<file path="config.mk">
export PLATFORM = sky130hd
export DESIGN_NAME = evt_upload_poller
export DESIGN_NICKNAME = d
export VERILOG_FILES = /design/src/rtl/evt_upload_pkg.sv /design/src/rtl/evt_tick_div.sv /design/src/rtl/evt_store.sv /design/src/rtl/evt_link_fsm.sv /design/src/rtl/evt_upload_poller.sv
export SDC_FILE = /design/constraint.sdc
export NUM_CORES = 1
export LEC_CHECK = 0
export BUFFER_PORTS_ARGS = -buffer_cell sky130_fd_sc_hd__buf_2
export CAP_MARGIN = 20
export CORE_ASPECT_RATIO = 1.5
export CORE_MARGIN = 2
export CORE_UTILIZATION = 65
export CTS_CLUSTER_SIZE = 8
export DETAILED_ROUTE_END_ITERATION = 16
export GPL_TIMING_DRIVEN = 0
export PLACE_DENSITY = 0.85
export SLEW_MARGIN = 20
export SYNTH_ARGS = -nofsm -noshare
export SYNTH_HDL_FRONTEND = slang
export SYNTH_SLANG_ARGS = --single-unit
</file>
<file path="constraint.sdc">
create_clock -name clk -period 4.6 [get_ports clk]
set_input_delay 0.23 -clock clk [delete_from_list [all_inputs] [get_ports clk]]
set_output_delay 0.23 -clock clk [all_outputs]
set_load 0.01 [all_outputs]
</file>
<file path="src/rtl/evt_upload_pkg.sv">
// Shared constants and types for the received-event upload poller.
package evt_upload_pkg;

    // Link side states of the upload controller.
    typedef enum logic [1:0] {
        LK_IDLE = 2'd0,
        LK_POLL = 2'd1,
        LK_SEND = 2'd2
    } link_state_t;

    localparam logic [7:0] POLL_CODE = 8'h5A;
    localparam logic [7:0] ACK_CODE  = 8'hC3;

    localparam logic [3:0] FN_DIM    = 4'h4;
    localparam logic [3:0] FN_BRIGHT = 4'h5;
    localparam logic [3:0] FN_EXT    = 4'h7;

    // Number of payload bytes that trail a function code.
    function automatic logic [1:0] trailer_len(input logic [3:0] fn);
        logic [1:0] n;
        n = 2'd0;
        if (fn == FN_DIM || fn == FN_BRIGHT) n = 2'd1;
        else if (fn == FN_EXT)               n = 2'd2;
        return n;
    endfunction

endpackage

</file>
<file path="src/rtl/evt_tick_div.sv">
// One-second tick divider.
// Counts clock cycles while run is high and pulses tick for one cycle
// every PERIOD cycles. The count restarts from zero whenever run is low.
// Assumes PERIOD >= 2.
module evt_tick_div #(
    parameter int unsigned PERIOD = 1000
) (
    input  logic clk,
    input  logic rst_n,
    input  logic run,
    output logic tick
);
    localparam int unsigned CW = (PERIOD > 1) ? $clog2(PERIOD) : 1;
    localparam logic [CW-1:0] LAST = CW'(PERIOD - 1);

    logic [CW-1:0] cnt;

    // Free-running cycle count inside the polling window.
    always_ff @(posedge clk) begin
        if (!rst_n || !run) begin
            cnt <= '0;
        end else if (cnt == LAST) begin
            cnt <= '0;
        end else begin
            cnt <= cnt + 1'b1;
        end
    end

    assign tick = run && (cnt == LAST);

    // ticks never come back to back
    a_r4_tick_spacing: assert property (@(posedge clk) disable iff (!rst_n)
        tick |=> !tick);

endmodule

</file>
<file path="src/rtl/evt_store.sv">
// Received-event store.
// Holds up to DEPTH code bytes in arrival order with one function/address
// bit each. A function byte whose low nibble is dim, bright or extended
// opens a payload window, and bytes stored inside it get mask bit 0.
// Writes are ignored when store_en is low, when the store is full, or in
// the cycle of clr. Assumes DEPTH <= 8 so that the mask fits one byte.
module evt_store
    import evt_upload_pkg::*;
#(
    parameter int unsigned DEPTH = 8,
    localparam int unsigned CNTW = $clog2(DEPTH + 1),
    localparam int unsigned IW   = (DEPTH > 1) ? $clog2(DEPTH) : 1
) (
    input  logic            clk,
    input  logic            rst_n,
    input  logic            store_en,
    input  logic            clr,
    input  logic            evt_valid,
    input  logic [7:0]      evt_byte,
    input  logic            evt_is_func,
    input  logic [IW-1:0]   rd_idx,
    output logic [7:0]      rd_byte,
    output logic [7:0]      mask_byte,
    output logic [CNTW-1:0] count
);
    localparam logic [CNTW-1:0] FULL = CNTW'(DEPTH);

    logic [7:0]       slot [DEPTH];
    logic [DEPTH-1:0] mask_q;
    logic [DEPTH-1:0] slot_we;
    logic [1:0]       follow;
    logic             wr;
    logic             fn_eff;

    assign wr     = evt_valid && store_en && !clr && (count < FULL);
    assign fn_eff = evt_is_func && (follow == 2'd0);

    // One write enable per slot, selected by the fill count.
    for (genvar s = 0; s < DEPTH; s++) begin : g_we
        assign slot_we[s] = wr && (count == CNTW'(s));
    end

    // Data slots: written once each per buffer fill.
    always_ff @(posedge clk) begin
        if (!rst_n) begin
            for (int s = 0; s < DEPTH; s++) slot[s] <= '0;
        end else begin
            for (int s = 0; s < DEPTH; s++) begin
                if (slot_we[s]) slot[s] <= evt_byte;
            end
        end
    end

    // Mask bits: cleared with the buffer, set per slot on write.
    always_ff @(posedge clk) begin
        if (!rst_n || clr) begin
            mask_q <= '0;
        end else begin
            for (int s = 0; s < DEPTH; s++) begin
                if (slot_we[s]) mask_q[s] <= fn_eff;
            end
        end
    end

    // Fill count: advances on each stored byte, empties on clear.
    always_ff @(posedge clk) begin
        if (!rst_n || clr) begin
            count <= '0;
        end else if (wr) begin
            count <= count + 1'b1;
        end
    end

    // Payload window: counts bytes still owed to the last function.
    always_ff @(posedge clk) begin
        if (!rst_n || clr) begin
            follow <= 2'd0;
        end else if (wr) begin
            if (follow != 2'd0) follow <= follow - 2'd1;
            else if (fn_eff)    follow <= trailer_len(evt_byte[3:0]);
            else                follow <= 2'd0;
        end
    end

    // Read port and padded mask byte for the frame.
    always_comb begin
        rd_byte = '0;
        if (32'(rd_idx) < DEPTH) rd_byte = slot[rd_idx];
        mask_byte = '0;
        mask_byte[DEPTH-1:0] = mask_q;
    end

    // the fill count never passes the capacity
    a_r8_count_bound: assert property (@(posedge clk) disable iff (!rst_n)
        count <= FULL);

    // an event offered to a full store leaves the count unchanged
    a_r8_full_drop: assert property (@(posedge clk) disable iff (!rst_n)
        (count == FULL && evt_valid && !clr) |=> count == FULL);

    // a clear empties the store
    a_r10_clear: assert property (@(posedge clk) disable iff (!rst_n)
        clr |=> count == '0 && mask_byte == 8'h00);

    // a byte stored inside a payload window is never marked function
    a_r9_window: assert property (@(posedge clk) disable iff (!rst_n)
        (wr && follow != 2'd0) |=> !mask_byte[$past(count)]);

endmodule

</file>
<file path="src/rtl/evt_link_fsm.sv">
// Link controller.
// Idle until reception ends with bytes stored. It then offers the poll
// code, and offers it again on every tick until the host acknowledges.
// After that it streams size, mask and data bytes over a valid/ready
// port and clears the store after the last byte. Assumes count does not
// change between the start of the upload and its end (store_en is low).
module evt_link_fsm
    import evt_upload_pkg::*;
#(
    parameter int unsigned DEPTH = 8,
    localparam int unsigned CNTW = $clog2(DEPTH + 1),
    localparam int unsigned IW   = (DEPTH > 1) ? $clog2(DEPTH) : 1,
    localparam int unsigned FW   = $clog2(DEPTH + 2)
) (
    input  logic            clk,
    input  logic            rst_n,
    input  logic            busy_fall,
    input  logic [CNTW-1:0] count,
    input  logic [7:0]      mask_byte,
    input  logic [7:0]      rd_byte,
    input  logic            rx_valid,
    input  logic [7:0]      rx_data,
    input  logic            tick,
    input  logic            tx_ready,
    output logic            tx_valid,
    output logic [7:0]      tx_data,
    output logic [IW-1:0]   rd_idx,
    output logic            poll_run,
    output logic            clr,
    output logic            store_en,
    output logic            ack_seen,
    output logic            end_empty
);
    link_state_t   state;
    logic          pending;
    logic [FW-1:0] idx;
    logic [FW-1:0] last_idx;
    logic          accept;

    assign accept    = tx_valid && tx_ready;
    assign last_idx  = FW'(count) + FW'(1);
    assign ack_seen  = (state == LK_POLL) && rx_valid && (rx_data == ACK_CODE);
    assign end_empty = busy_fall && (count == '0);
    assign poll_run  = (state == LK_POLL);
    assign store_en  = (state != LK_SEND);
    assign clr       = (state == LK_SEND) && accept && (idx == last_idx);
    assign rd_idx    = IW'(idx - FW'(2));

    // State, poll-pending flag and frame index.
    always_ff @(posedge clk) begin
        if (!rst_n) begin
            state   <= LK_IDLE;
            pending <= 1'b0;
            idx     <= '0;
        end else begin
            case (state)
                LK_IDLE: begin
                    if (busy_fall && count != '0) begin
                        state   <= LK_POLL;
                        pending <= 1'b1;
                    end
                end
                LK_POLL: begin
                    if (ack_seen) begin
                        state   <= LK_SEND;
                        pending <= 1'b0;
                        idx     <= '0;
                    end else if (tick) begin
                        pending <= 1'b1;
                    end else if (accept) begin
                        pending <= 1'b0;
                    end
                end
                LK_SEND: begin
                    if (accept) begin
                        if (idx == last_idx) state <= LK_IDLE;
                        else                 idx   <= idx + 1'b1;
                    end
                end
                default: state <= LK_IDLE;
            endcase
        end
    end

    // Byte offered on the link in the current state.
    always_comb begin
        tx_valid = 1'b0;
        tx_data  = 8'h00;
        case (state)
            LK_POLL: begin
                tx_valid = pending;
                tx_data  = POLL_CODE;
            end
            LK_SEND: begin
                tx_valid = 1'b1;
                if (idx == '0)              tx_data = 8'(count) + 8'd1;
                else if (idx == FW'(1))     tx_data = mask_byte;
                else                        tx_data = rd_byte;
            end
            default: ;
        endcase
    end

    // an acknowledge starts the frame with the size byte
    a_r5_ack_starts: assert property (@(posedge clk) disable iff (!rst_n)
        ack_seen |=> (tx_valid && tx_data == 8'($past(count)) + 8'd1));

    // each tick during polling brings a fresh poll offer
    a_r4_poll_repeat: assert property (@(posedge clk) disable iff (!rst_n)
        (state == LK_POLL && tick && !ack_seen) |=> (tx_valid && tx_data == POLL_CODE));

    // an offered byte is held while the link stalls
    a_r11_hold: assert property (@(posedge clk) disable iff (!rst_n)
        (tx_valid && !tx_ready && !ack_seen) |=> (tx_valid && $stable(tx_data)));

    // nothing is offered while idle with an empty store
    a_r3_quiet_empty: assert property (@(posedge clk) disable iff (!rst_n)
        (state == LK_IDLE && count == '0 && !busy_fall) |=> !tx_valid);

endmodule

</file>
<file path="src/rtl/evt_upload_poller.sv">
// Received-event upload poller (top).
// Buffers decoded powerline codes, raises a wake-up ring at the start of
// reception, polls the host once per TICKS_PER_SEC cycles after reception
// ends, and uploads a length-prefixed frame with a function/address mask
// after the host acknowledges. Assumes no event arrives in the same cycle
// that line_busy falls.
module evt_upload_poller
    import evt_upload_pkg::*;
#(
    parameter int unsigned TICKS_PER_SEC = 4800000,
    parameter int unsigned DEPTH         = 8
) (
    input  logic       clk,
    input  logic       rst_n,
    input  logic       line_busy,
    input  logic       ring_en,
    input  logic       evt_valid,
    input  logic [7:0] evt_byte,
    input  logic       evt_is_func,
    input  logic       rx_valid,
    input  logic [7:0] rx_data,
    input  logic       tx_ready,
    output logic       tx_valid,
    output logic [7:0] tx_data,
    output logic       ring
);
    localparam int unsigned CNTW = $clog2(DEPTH + 1);
    localparam int unsigned IW   = (DEPTH > 1) ? $clog2(DEPTH) : 1;

    logic            busy_q;
    logic            busy_rise;
    logic            busy_fall;
    logic            tick;
    logic            poll_run;
    logic            clr;
    logic            store_en;
    logic            ack_seen;
    logic            end_empty;
    logic [CNTW-1:0] count;
    logic [7:0]      mask_byte;
    logic [7:0]      rd_byte;
    logic [IW-1:0]   rd_idx;

    // Edge detector on the reception indicator.
    always_ff @(posedge clk) begin
        if (!rst_n) busy_q <= 1'b0;
        else        busy_q <= line_busy;
    end

    assign busy_rise = line_busy && !busy_q;
    assign busy_fall = busy_q && !line_busy;

    // Wake-up ring: set at reception start, released by ack or empty end.
    always_ff @(posedge clk) begin
        if (!rst_n) begin
            ring <= 1'b0;
        end else if (busy_rise && ring_en) begin
            ring <= 1'b1;
        end else if (ack_seen || end_empty) begin
            ring <= 1'b0;
        end
    end

    evt_tick_div #(
        .PERIOD (TICKS_PER_SEC)
    ) u_tick (
        .clk   (clk),
        .rst_n (rst_n),
        .run   (poll_run),
        .tick  (tick)
    );

    evt_store #(
        .DEPTH (DEPTH)
    ) u_store (
        .clk         (clk),
        .rst_n       (rst_n),
        .store_en    (store_en),
        .clr         (clr),
        .evt_valid   (evt_valid),
        .evt_byte    (evt_byte),
        .evt_is_func (evt_is_func),
        .rd_idx      (rd_idx),
        .rd_byte     (rd_byte),
        .mask_byte   (mask_byte),
        .count       (count)
    );

    evt_link_fsm #(
        .DEPTH (DEPTH)
    ) u_link (
        .clk       (clk),
        .rst_n     (rst_n),
        .busy_fall (busy_fall),
        .count     (count),
        .mask_byte (mask_byte),
        .rd_byte   (rd_byte),
        .rx_valid  (rx_valid),
        .rx_data   (rx_data),
        .tick      (tick),
        .tx_ready  (tx_ready),
        .tx_valid  (tx_valid),
        .tx_data   (tx_data),
        .rd_idx    (rd_idx),
        .poll_run  (poll_run),
        .clr       (clr),
        .store_en  (store_en),
        .ack_seen  (ack_seen),
        .end_empty (end_empty)
    );

    // the ring only rises when it was enabled
    a_r2_ring_gate: assert property (@(posedge clk) disable iff (!rst_n)
        $rose(ring) |-> $past(ring_en));

    // an acknowledge releases the ring
    a_r5_ring_release: assert property (@(posedge clk) disable iff (!rst_n)
        (ack_seen && !busy_rise) |=> !ring);

endmodule

</file>
==> results_dict.tcl, run 1 <==
set metrics [dict create \
    worst_case_clock_skew_ns 0.00665 \
    post_synth_xor_area_fraction_pct 5.10 \
    port_buffers 33 \
    globalRouteMet3Util_pct 4.98 \
    result_of_the_run "complete, no violations" \
    min-delay-path-class "in -> reg" \
    leakagePower_nw 2.21 \
    power.density_nw_per_um2 362 \
    numClockSinks 110 \
    grt_max_degree 19 \
    post-place-cells 621 \
    combinationalPowerShare_pct 5.8 \
    synth.distinct_cells 52 \
    firstDrtPassIters 5 \
    finalCritPeriodShare_pct 73.2 \
    async_flop_share_pct 0 \
    synth_compound_area_share_pct 5.10 \
    wire_length_per_cell_after_detailed_routing_um 18.8 \
    commonest_non_fill_non_tap_cell_in_the_layout "sky130_fd_sc_hd__nor2_1" \
    yosys_warnings 0 \
    yosys.area_share.adder_pct 3.11 \
    synth-edff-count 64 \
    hold_start "line_busy" \
    rsz0062_at_grt "false" \
    number_of_antenna_violations_at_the_first_check_in_global_routing 0 \
    main_combinational_cell_family_by_area_after_synthesis "simple AND/OR/NAND/NOR gates" \
    cts_hold_buffers 0 \
    final_area_um2 5880 \
    worst-path-max-fanout 10 \
    slew_viol_final 0 \
    totalNegativeSetupSlack_ns 0 \
    design.final.nets 564 \
    r2r-start "u_link.state[0]" \
    routed_wirelength_mm 12.0 \
    intPower_mw 1.68 \
    cts.clk_slew.worst_paths_ns 0.07 \
    synth_simple_gate_area_share_pct 19.4 \
    power.switching_fraction_pct 21.3 \
    startpoint_type "flip-flop" \
    finalWorstPathRequiredPeriod_ns 3.37 \
    vias 3865 \
    placementRows 40 \
    die_height_um 114 \
    most-common-layout-cells "100 x sky130_fd_sc_hd__nor2_1, 64 x sky130_fd_sc_hd__edfxtp_1, 54 x sky130_fd_sc_hd__nand2_1" \
    switching_power_mw 0.452 \
    grt-ovfl-total 0 \
    final_core_utilization_pct 74.4 \
    synthesis.nets 520 \
    crit_path_end_kind "output pin" \
    diodes 0 \
    core_area_um2 7910 \
    cts-buffers-inserted 9 \
    synth_seq_cells 110 \
    setup_viol 0 \
    clock_insertion_delay_worst_skew_ns 0.35 \
    worst_slew_pin_slew_ns 0.851 \
    holdPathStages 2 \
    post-cts-setup-buffer-count 0 \
    starting_density_of_the_core_pct 66.1 \
    drtIter0Drc 293 \
    synth_ff_type "sky130_fd_sc_hd__edfxtp_1" \
    post_cts_resized 0 \
    finish.cell_count_without_fillers 637 \
    slew_headroom_pct 43.1 \
    worstSetupStartpoint "u_link.idx[1]" \
    number_of_max_cap_violations 0 \
    global_route.usage.met1_pct 33.2 \
    design.die.area_um2 8790 \
    ctsLongestPathBuffers 2 \
    seq_power_share_pct 51.5 \
    crit_required_ns 4.37 \
    maximum_achievable_frequency_mhz 297 \
    r2r_setup_slk_ns 1.41 \
    netlist_instances 483 \
    synth_seq_area_share_pct 54.4 \
    die_width_um 77.2 \
    route.detailed.vias_per_inst 6.07 \
    grt_busiest_layer "met2" \
    worstRegToRegCells 7 \
    route.detailed.drc 0 \
    post_synth_mux_area_share_pct 9.76 \
    number_of_global_route_vias_before_repair 3959 \
    tritoncts_clock_tree "yes" \
    dpl_cell_area_um2 5530 \
    area_growth_pct 12.5 \
    synth_area_um2 5230 \
    globalplace.congestion 0.853 \
    antenna_violating_nets_post_route 0 \
    cts.htree.levels 3 \
    met2_capacity_usage_during_global_routing_pct 52.2 \
    finalHoldViolations 0 \
    timing_worst_setup_path_type "reg -> out" \
    root_buffer "sky130_fd_sc_hd__clkbuf_16" \
    drive_gt1_share_pct 14.8 \
    share_clk_of_total_power_pct 42.8 \
    worst_ir_drop_vdd_v 0.000323 \
    estimated_wirelength_of_the_detail_placed_design_mm 8.29 \
    first_pass_grt_wire_length_mm 19.3 \
    postSynthAreaPerCell_um2 10.8 \
    global_route.usage.total_pct 28.9 \
    critical_path_arrival_ns 3.14 \
    floorplan.io_pins 34 \
]
-- area by class of cell --
| cell class | instances | area [µm²] |
|---|---|---|
| multi-input cells | 332 | 2220 |
| flip-flops and latches | 110 | 2840 |
| plain buffers | 19 | 81.3 |
| well taps | 105 | 131 |
| clock inverters | 6 | 118 |
| repair buffers | 33 | 165 |
| fillers | 563 | 2020 |
| clock buffers | 10 | 239 |
| inverters | 22 | 82.6 |
-- state kept, by name (all words and copies together), names as in the netlist --
register and cells:
u_tick.cnt 23, u_store.mask_byte 8, u_link.idx 4, ring 1, u_store.follow 2, u_link.pending 1
busy_q 1, u_store.slot 64, u_store.count 4, u_link.state 2
-- kinds of logic (layout without fill, tap and decap cells) --
logic type / count (synthesis) / after routing
compound gates: 41 / 41
xor+xnor: 27 / 27
fa+ha+maj: 13 / 13
buf+inv: 41 / 90
flops: 110 / 110
mux: 31 / 31
simple gates: 220 / 220
-- synthesized netlist by cell type, types with 3 or more instances --
library cell	instances	area [µm²]
sky130_fd_sc_hd__inv_1	22	82.6
sky130_fd_sc_hd__dfxtp_1	46	921
sky130_fd_sc_hd__a31oi_1	4	25.0
sky130_fd_sc_hd__a211oi_1	3	22.5
sky130_fd_sc_hd__nor3b_1	4	30.0
sky130_fd_sc_hd__o22ai_1	3	18.8
sky130_fd_sc_hd__nor2_1	100	375
sky130_fd_sc_hd__mux4_2	16	360
sky130_fd_sc_hd__clkbuf_1	10	37.5
sky130_fd_sc_hd__nor3_1	10	50.1
sky130_fd_sc_hd__nand2_1	54	203
sky130_fd_sc_hd__nand3_1	17	85.1
sky130_fd_sc_hd__xor2_1	10	87.6
sky130_fd_sc_hd__a21oi_1	6	30.0
sky130_fd_sc_hd__ha_1	13	163
sky130_fd_sc_hd__xnor2_1	15	131
sky130_fd_sc_hd__mux2i_1	15	150
sky130_fd_sc_hd__o211ai_1	5	37.5
sky130_fd_sc_hd__nand4_1	9	56.3
sky130_fd_sc_hd__or3b_2	3	26.3
sky130_fd_sc_hd__o21ai_0	10	50.1
sky130_fd_sc_hd__buf_2	8	40.0
sky130_fd_sc_hd__edfxtp_1	64	1920
sky130_fd_sc_hd__and3_1	3	18.8
-- power by group through the flow --
stage / Clock, mW / Combinational (mW) / Sequential [mW]
after floorplan: 0 / 0.0783 / 1.11
after CTS: 0.909 / 0.122 / 1.10
final: 0.911 / 0.122 / 1.10
after global routing: 0.946 / 0.132 / 1.10
after detailed placement: 0 / 0.121 / 1.12
after global placement: 0 / 0.117 / 1.11
-- critical path, stage by stage, from the launching register on --
cell and delay [ns]:
sky130_fd_sc_hd__dfxtp_1 0.36, sky130_fd_sc_hd__buf_2 0.32, sky130_fd_sc_hd__buf_2 0.34, sky130_fd_sc_hd__inv_1 0.12
sky130_fd_sc_hd__ha_1 0.19, sky130_fd_sc_hd__or3b_2 0.18, sky130_fd_sc_hd__clkbuf_1 0.24, sky130_fd_sc_hd__clkbuf_1 0.41
sky130_fd_sc_hd__o21ai_0 0.19, sky130_fd_sc_hd__o21ai_0 0.26, sky130_fd_sc_hd__buf_2 0.18
-- routing by layer --
metal  vias to the layer above  wire length, µm
met4                         0              455
met5                         -                0
met1                      1870             4430
met3                        38              787
li1                       1793                -
met2                       164             6290
-- worst paths after layout --
check                                          end
worst max register to register  u_store.slot[5][4]
worst min register to register       u_tick.cnt[0]
worst max-delay path                    tx_data[0]
worst min-delay path                        busy_q
-- metrics by stage --
stage          hold WS [ns]  setup WS (ns)  total power [mW]
2_1_floorplan         0.357           2.21              1.19
3_3_place_gp          0.437           1.65              1.23
3_5_place_dp          0.454           1.54              1.24
4_1_cts               0.147           1.25              2.13
5_1_grt               0.179           1.11              2.18
6_report              0.148           1.23              2.13
Note: power is estimated with default switching activity, not from simulation.
==> run 2, diff against run 1 <==
--- a/config.mk
+++ b/config.mk
@@ -9,11 +9,11 @@
 export CAP_MARGIN = 20
 export CORE_ASPECT_RATIO = 1.5
 export CORE_MARGIN = 2
-export CORE_UTILIZATION = 65
+export CORE_UTILIZATION = 60
 export CTS_CLUSTER_SIZE = 8
 export DETAILED_ROUTE_END_ITERATION = 16
 export GPL_TIMING_DRIVEN = 0
-export PLACE_DENSITY = 0.85
+export PLACE_DENSITY = 0.79
 export SLEW_MARGIN = 20
 export SYNTH_ARGS = -nofsm -noshare
 export SYNTH_HDL_FRONTEND = slang
==> constraint.sdc (replaced) <==
create_clock -name clk -period 3.1 [get_ports clk]
set_input_delay 0.155 -clock clk [delete_from_list [all_inputs] [get_ports clk]]
set_output_delay 0.155 -clock clk [all_outputs]
set_load 0.01 [all_outputs]
==> run 2 against run 1 <==
Compared with the run above:
- cell count up 0.31%
- largest cell class unchanged
- register-to-register slack worse by 1.0 ns
- final area fell by 0.81%
- hold slack lost 0.10 ns
- power is 38% higher
- global-route usage fell by 2.2 points
- critical endpoint is now tx_data[1]
- flip-flop and latch count did not move
- sequential share of layout area rose by 0.39 points
- core utilization fell by 5.5 points
==> results_dict.tcl, run 2 (same netlist as run 1, synthesis figures left out) <==
set metrics [dict create \
    result_of_the_run "complete, no violations" \
    worst_case_clock_skew_ns 0.0175 \
    max_flop_register "u_store.slot" \
    finalCritPeriodShare_pct 96.4 \
    grt_max_degree 20 \
    commonest_non_fill_non_tap_cell_in_the_layout "sky130_fd_sc_hd__nor2_1" \
    cts_hold_buffers 0 \
    rsz0062_at_grt "false" \
    totalNegativeSetupSlack_ns 0 \
    placementRows 41 \
    largest_register_ff_count 64 \
    seq_power_share_pct 55.2 \
    crit_path_end_kind "output pin" \
    setup_viol 0 \
    firstDrtPassIters 5 \
    post-place-cells 623 \
    power.density_nw_per_um2 505 \
    estimated_wirelength_of_the_detail_placed_design_mm 8.41 \
    finalHoldViolations 0 \
    routed_wirelength_mm 11.9 \
    share_clk_of_total_power_pct 38.6 \
    root_buffer "sky130_fd_sc_hd__clkbuf_16" \
    combinationalPowerShare_pct 6.2 \
    global_route.usage.total_pct 26.7 \
    route.detailed.vias_per_inst 5.97 \
    cp_top_family "buffers and inverters" \
    area_growth_pct 11.6 \
    tritoncts_clock_tree "yes" \
    leakagePower_nw 2.18 \
    number_of_antenna_violations_at_the_first_check_in_global_routing 0 \
    numClockSinks 110 \
    crit_required_ns 2.94 \
    design.final.nets 564 \
    critical_path.slowest_cell "sky130_fd_sc_hd__o41ai_1" \
    die_width_um 80.2 \
    worst_slew_pin_slew_ns 1.04 \
    maximum_achievable_frequency_mhz 335 \
    core_area_um2 8460 \
    num-fill-cells 643 \
    cts.clk_slew.worst_paths_ns 0.09 \
    cts-buffers-inserted 9 \
    min-delay-path-class "in -> reg" \
    hold_start "line_busy" \
    finish.cell_count_without_fillers 639 \
    finalWorstPathRequiredPeriod_ns 2.99 \
    number_of_max_cap_violations 0 \
    clock_insertion_delay_worst_skew_ns 0.36 \
    starting_density_of_the_core_pct 61.8 \
    die_height_um 118 \
    crit_chain "clkbuf_4 > buf_4 > inv_1 > ha_1 > or3b_2 > clkbuf_1 > and4_1 > o41ai_1 > buf_2" \
    timing_worst_setup_path_type "reg -> out" \
    route.detailed.drc 0 \
    port_buffers 33 \
    holdPathStages 2 \
    r2r_setup_slk_ns 0.36 \
    vias 3814 \
    drtIter0Drc 278 \
    critical_path_buf_inv_count 5 \
    r2r-start "u_link.state[0]" \
    cts.htree.levels 3 \
    regArea_um2 2840 \
    slew_viol_final 0 \
    intPower_mw 2.25 \
    globalplace.congestion 0.883 \
    antenna_violating_nets_post_route 0 \
    switching_power_mw 0.698 \
    design.die.area_um2 9490 \
    slew_headroom_pct 30.8 \
    power.switching_fraction_pct 23.7 \
    wire_length_per_cell_after_detailed_routing_um 18.6 \
    r2r-end "u_store.slot[4][1]" \
    diodes 0 \
    first_pass_grt_wire_length_mm 18.8 \
    critPathMaxStageDelay_ns 0.45 \
    drive_gt1_share_pct 15.4 \
    worstRegToRegCells 6 \
    floorplan.io_pins 34 \
    worst_ir_drop_vdd_v 0.000416 \
    post-cts-setup-buffer-count 0 \
    number_of_global_route_vias_before_repair 3884 \
    hold-path-endpoint "busy_q" \
    startpoint_type "flip-flop" \
    multi_input_area_um2 2230 \
    grt-ovfl-total 0 \
    ctsLongestPathBuffers 2 \
    critical_path_arrival_ns 2.83 \
    worst-path-max-fanout 10 \
    most-common-layout-cells "100 x sky130_fd_sc_hd__nor2_1, 64 x sky130_fd_sc_hd__edfxtp_1, 53 x sky130_fd_sc_hd__nand2_1" \
]
==> run 2: changes by cell type in the layout (fill, tap and decap cells not counted), sizes merged <==
cell      delta
bufinv       -3
inv          +2
clkinvlp     +1
==> run 2: layout make-up <==
| type | count | share of cell area (%) |
|---|---|---|
| sequential | 110 | 48.7 |
| clock inverter | 6 | 0.901 |
| clock buffer | 10 | 4.10 |
| buffer | 19 | 1.50 |
| inverter | 22 | 1.42 |
| multi-input combinational | 332 | 38.3 |
| timing repair buffer | 33 | 2.83 |
| tap | 107 | 2.29 |
==> run 2: worst max path at each step <==
stage	endpoint	slack, ns	cells past startpoint	from
detailed placement	u_store.slot[5][2]	0.002	7	u_link.state[0]
global route	tx_data[2]	0.009	11	u_link.idx[1]
floorplan	tx_data[1]	0.79	8	u_link.idx[1]
global placement	u_store.slot[5][2]	0.11	7	u_link.state[0]
CTS	tx_data[0]	0.01	10	u_link.idx[1]
finish	tx_data[1]	0.11	9	u_link.idx[1]
==> run 2: worst register-to-register path, stage by stage, from the launching register on <==
cell and delay [ns]:
sky130_fd_sc_hd__dfxtp_1 0.36, sky130_fd_sc_hd__inv_1 0.09, sky130_fd_sc_hd__ha_1 0.22, sky130_fd_sc_hd__clkbuf_1 0.23, sky130_fd_sc_hd__nor3b_1 0.31, sky130_fd_sc_hd__nand3_1 0.53, sky130_fd_sc_hd__nand2_1 0.63
==> run 2: power groups by stage <==
stage | clock [mW] | sequential [mW] | combinational [mW]
2_1_floorplan | 0 | 1.65 | 0.116
3_3_place_gp | 0 | 1.65 | 0.177
3_5_place_dp | 0 | 1.66 | 0.182
4_1_cts | 1.14 | 1.63 | 0.183
5_1_grt | 1.19 | 1.63 | 0.200
6_report | 1.14 | 1.63 | 0.184
==> run 2: metrics by stage <==
stage | worst slack (ns) | utilization [%] | hold WS, ns | cell area [µm²] | power (mW)
2_1_floorplan | 0.787 | - | 0.282 | 5230 | 1.76
3_5_place_dp | 0.00212 | 65.3 | 0.423 | 5530 | 1.84
6_report | 0.111 | 68.9 | 0.0487 | 5840 | 2.95
5_1_grt | 0.00901 | 68.9 | 0.0621 | 5840 | 3.02
4_1_cts | 0.0114 | 68.8 | 0.0514 | 5820 | 2.95
3_3_place_gp | 0.105 | 65.3 | 0.423 | 5530 | 1.83
==> run 2: what timing repair did <==
action / 4_1_cts / 5_1_grt
pin swaps: 0 / 0
setup endpoints to repair: 8 / 16
resized for setup: 1 / 8
hold endpoints to repair: 0 / 0
cloned: 0 / 0
==> run 2: routing by layer <==
layer	vias up	wire length (µm)	GRT usage, %
li1	1797	-	-
met1	1866	4700	31.3
met2	122	6260	46.5
met3	29	605	4.89
met4	0	325	11.9
met5	-	0	0
